==> src/rtl/seg_drv_pkg.sv <==
package seg_drv_pkg;
  typedef enum logic [1:0] {
    OUT_PASS  = 2'd0,
    OUT_BLANK = 2'd1,
    OUT_LIT   = 2'd2
  } out_mode_e;

  function automatic out_mode_e pick_mode(input logic blank_n, input logic test_all);
    if (!blank_n)      return OUT_BLANK;
    else if (test_all) return OUT_LIT;
    else               return OUT_PASS;
  endfunction
endpackage

==> src/rtl/seg_shift.sv <==
module seg_shift #(
  parameter int NCH = 60
) (
  input  logic           clk,
  input  logic           rst,
  input  logic           shift_en,
  input  logic           wipe,
  input  logic           ser_in,
  output logic [NCH-1:0] stages
);
  always_ff @(posedge clk) begin
    if (rst || wipe) begin
      stages <= '0;
    end else if (shift_en) begin
      stages <= {stages[NCH-2:0], ser_in};
    end
  end
endmodule

==> src/rtl/seg_hold.sv <==
module seg_hold #(
  parameter int NCH = 60
) (
  input  logic           clk,
  input  logic           rst,
  input  logic           strobe,
  input  logic           shift_en,
  input  logic [NCH-1:0] par_in,
  output logic           wipe,
  output logic [NCH-1:0] held
);
  logic strobe_d;
  logic grab;

  assign wipe = shift_en & strobe;
  assign grab = strobe & ~strobe_d & ~shift_en;

  always_ff @(posedge clk) begin
    if (rst) begin
      strobe_d <= 1'b0;
    end else begin
      strobe_d <= strobe;
    end
  end

  always_ff @(posedge clk) begin
    if (rst || wipe) begin
      held <= '0;
    end else if (grab) begin
      held <= par_in;
    end
  end
endmodule

==> src/rtl/seg_gate.sv <==
module seg_gate
  import seg_drv_pkg::*;
#(
  parameter int NCH = 60
) (
  input  logic           clk,
  input  logic           rst,
  input  logic           blank_n,
  input  logic           test_all,
  input  logic [NCH-1:0] held,
  output logic [NCH-1:0] drv
);
  out_mode_e mode;
  assign mode = pick_mode(blank_n, test_all);

  for (genvar g = 0; g < NCH; g++) begin : g_ch
    always_ff @(posedge clk) begin
      if (rst) begin
        drv[g] <= 1'b0;
      end else begin
        case (mode)
          OUT_BLANK: drv[g] <= 1'b0;
          OUT_LIT:   drv[g] <= 1'b1;
          default:   drv[g] <= held[g];
        endcase
      end
    end
  end
endmodule

==> src/rtl/seg_drv_reg.sv <==
module seg_drv_reg #(
  parameter int NCH = 60
) (
  input  logic           clk,
  input  logic           rst,
  input  logic           shift_en,
  input  logic           ser_in,
  input  logic           strobe,
  input  logic           blank_n,
  input  logic           test_all,
  output logic           ser_out,
  output logic [NCH-1:0] drv
);
  logic [NCH-1:0] stages;
  logic [NCH-1:0] held;
  logic           wipe;

  seg_shift #(.NCH(NCH)) u_shift (
    .clk(clk), .rst(rst), .shift_en(shift_en), .wipe(wipe),
    .ser_in(ser_in), .stages(stages)
  );

  seg_hold #(.NCH(NCH)) u_hold (
    .clk(clk), .rst(rst), .strobe(strobe), .shift_en(shift_en),
    .par_in(stages), .wipe(wipe), .held(held)
  );

  seg_gate #(.NCH(NCH)) u_gate (
    .clk(clk), .rst(rst), .blank_n(blank_n), .test_all(test_all),
    .held(held), .drv(drv)
  );

  assign ser_out = stages[NCH-1];
endmodule

==> config.mk <==
export PLATFORM = sky130hd
export DESIGN_NAME = seg_drv_reg
export DESIGN_NICKNAME = d
export VERILOG_FILES = /design/src/rtl/seg_drv_pkg.sv /design/src/rtl/seg_shift.sv /design/src/rtl/seg_hold.sv /design/src/rtl/seg_gate.sv /design/src/rtl/seg_drv_reg.sv
export SDC_FILE = /design/constraint.sdc
export NUM_CORES = 1
export LEC_CHECK = 0
export ABC_AREA = 1
export BUFFER_PORTS_ARGS = -buffer_cell sky130_fd_sc_hd__buf_4
export CAP_MARGIN = 20
export CORE_ASPECT_RATIO = 0.6
export CORE_UTILIZATION = 35
export CTS_CLUSTER_SIZE = 25
export DETAILED_ROUTE_END_ITERATION = 7
export PLACE_DENSITY = 0.53
export SYNTH_ARGS = -nofsm -noshare
export SYNTH_HDL_FRONTEND = slang
export SYNTH_SLANG_ARGS = --single-unit
==> constraint.sdc <==
create_clock -name clk -period 1.2 [get_ports clk]
set_clock_uncertainty 0.1 [all_clocks]
set_input_delay 0.24 -clock clk [delete_from_list [all_inputs] [get_ports clk]]
set_output_delay 0.24 -clock clk [all_outputs]
set_load 0.1 [all_outputs]
==> run summary <==
Power Total = 0.0140 W
endpoints failing setup = 103
R2R depth = 6
Worst Setup End Kind = output port
Num CTS Buffers = 17
hold slack = 0.0649 ns
hold path startpoint = blank_n
clock tree sinks = 181
I/O pin cnt = 68
crit-path cells = buf_12
Slew Limit Fails = 0
Die Area = 20400 um^2
Slew @ Worst Pin = 0.273 ns
Starting Density = 0.361
Fillers = 1805
Nets = 981
worst min-delay path class = in -> reg
DRT iter0 DRCs = 307
#FFs+latches synth = 181
Placed Area = 7890 um^2
Ys Warns = 0
vias in the first global route = 4867
RD Place Congestion = 0.712
Worst slew margin = 0.817
Diodes inserted = 0
Worst EP arrival = 0.96 ns
Worst Slack Setup Final = -0.0955 ns
CP Launch Type = register
failing checks = negative setup slack
CTS H-tree depth = 4
WS Path Type = reg -> out
Worst R2R Start = u_hold.strobe_d$_SDFF_PP0_
Reg clk slew, reported paths = 0.07 ns
clock latency on the worst-skew pair = 0.42 ns
RSZ-0062 raised after global routing = true
Place WS = -0.0909 ns
LEAKAGE = 3.80 nW
Vert. Die Dim = 111 um
Crit path required time = 0.86 ns
peak supply drop = 0.963 mV
core footprint = 19200 um^2
CP max FO = 2
Syn Nets = 914
Seq/Total Area, Yosys = 0.522
WHS Path Cells = 3
outcome = complete, but fails checks
Max Clk Rate = 0.772 GHz
post-DP HPWL = 9380 um
GR Overflow Total = 0
crit path launch = u_shift.stages[59]$_SDFFE_PP0P_
CTS tree = yes
post-route ant nets = 0
final worst path period need = 1.30 ns
root buffer cell = clkbuf_16
Port Buffers = 67
FP Rows = 39
reg2reg end = u_hold.held[37]$_SDFFE_PP0P_
global-route wire length before repair = 25100 um
DRC violations left = 0
DR vias/cell = 4.28
number of detailed-route iterations in the first pass = 4
share of layout cells above drive strength 1 = 0.362
largest net degree at the start of global routing = 44
Mapped Area = 6950 um^2
DR WL/cell = 12.5 um
MaxCap Viol Count = 0
Synth cell types = 16
Fin. Hold Viols = 0
Die Width = 184 um
crit path buf inv count = 1
CP peak stage delay = 0.35 ns
post-route cell area = 9790 um^2
syn_area_per_cell = 7.66 um^2
multi-input logic area = 2620 um^2
delay-heaviest family, CP = flip-flops
Worst R2R Setup Slack = -0.09 ns
final WL = 15700 um
DR vias = 5367
initial antenna violation count = 0
Tcrit/Tclk final = 1.08
Area Overhead vs Synth = 40.9%
Cells after Synth = 907
Clock Path Buffers = 2
pwr dens = 1430 nW/um^2
Slowest cell on crit path = dfxtp_2
Hold Path End = u_gate.drv[27]$_SDFF_PP0_
Global Route Usage Sum = 0.156
register area = 3700 um^2
[what timing repair did]
item / CTS / global route
hold endpoints to repair: 2 / 0
endpoints found under the setup margin: 103 / 119
gates resized for setup: 191 / 139
setup buffers: 2 / 0
hold buffers: 2 / 0
pin swaps: 2 / 42
cloned: 0 / 7
[metrics by stage]
step	std cells	util	TNS [ns]
3_3_place_gp	1210	0.410	-4.61
4_1_cts	1246	0.483	-6.02
6_report	1253	0.509	-7.21
5_1_grt	1253	0.509	-12.37
2_1_floorplan	907	-	0
3_5_place_dp	1210	0.410	-4.15
[registers in the layout, summed over array words and instances, names as in the netlist]
signal / flops
u_hold.strobe_d: 1
u_hold.held: 60
u_gate.drv: 60
u_shift.stages: 60
[cells in the mapped netlist]
cell type | number | area (um^2)
a21oi_1 | 60 | 300
a21oi_2 | 60 | 526
a21oi_4 | 1 | 16.3
buf_2 | 23 | 115
buf_6 | 13 | 146
clkbuf_1 | 20 | 75.1
clkinv_1 | 1 | 3.75
dfxtp_1 | 181 | 3620
inv_1 | 181 | 679
inv_2 | 2 | 7.51
inv_4 | 1 | 6.26
nand2_1 | 241 | 905
nand3_1 | 60 | 300
nand3b_1 | 1 | 7.51
nor2_1 | 61 | 229
nor2_2 | 1 | 6.26
[kinds of logic after synthesis]
kind of cell	Yosys count	synth area share
buffers and inverters	241	0.149
and+or+nand+nor	364	0.208
DFF	181	0.522
AOI/OAI and AO/OA	121	0.121
[power by group]
group          switching (W)  internal, W  leakage, nW  total (W)
sequential          0.000101      0.00622         1.50    0.00632
clock                0.00247      0.00295        0.271    0.00541
combinational        0.00147     0.000810         2.03    0.00228
[final cells by class]
class,instances,area share
clock buffer,19,0.0453
clock inverter,13,0.0123
inverter,185,0.0715
multi-input combinational,485,0.267
sequential,181,0.378
tap,266,0.0340
timing repair buffer,104,0.191
[routing by layer]
metal / wire (um) / share of wire / GRT usage / vias up
met5: 0 / 0 / 0 / -
met4: 73 / 0.0047 / 0.0450 / 0
met3: 614 / 0.039 / 0.0430 / 7
met2: 6380 / 0.41 / 0.210 / 79
met1: 8590 / 0.55 / 0.236 / 2446
li1: - / - / - / 2835
[how the worst max path moves through the flow]
stage	to	slack (ns)	cells after the start
finish	ser_out	-0.1	1
global placement	u_hold.held[1]$_SDFFE_PP0P_	-0.08	5
CTS	ser_out	-0.12	1
floorplan	u_shift.stages[59]$_SDFFE_PP0P_	0.07	5
global route	u_hold.held[51]$_SDFFE_PP0P_	-0.15	6
detailed placement	u_hold.held[5]$_SDFFE_PP0P_	-0.09	5
[cells in the final DEF (no fill, tap or decap), types with 2 or more instances in the layout]
cell,instances
a21oi_2,60
clkinvlp_4,3
inv_2,39
inv_1,144
nand3_1,60
clkinv_2,3
dlygate4sd3_1,2
dfxtp_1,119
a21oi_1,60
inv_6,6
buf_6,3
nand2_2,8
nand2_4,35
nor2_1,45
buf_4,15
clkbuf_16,22
inv_4,2
buf_12,79
nor2_2,16
dfxtp_2,62
nand2_1,198
Note: power is estimated with default switching activity, not from simulation.
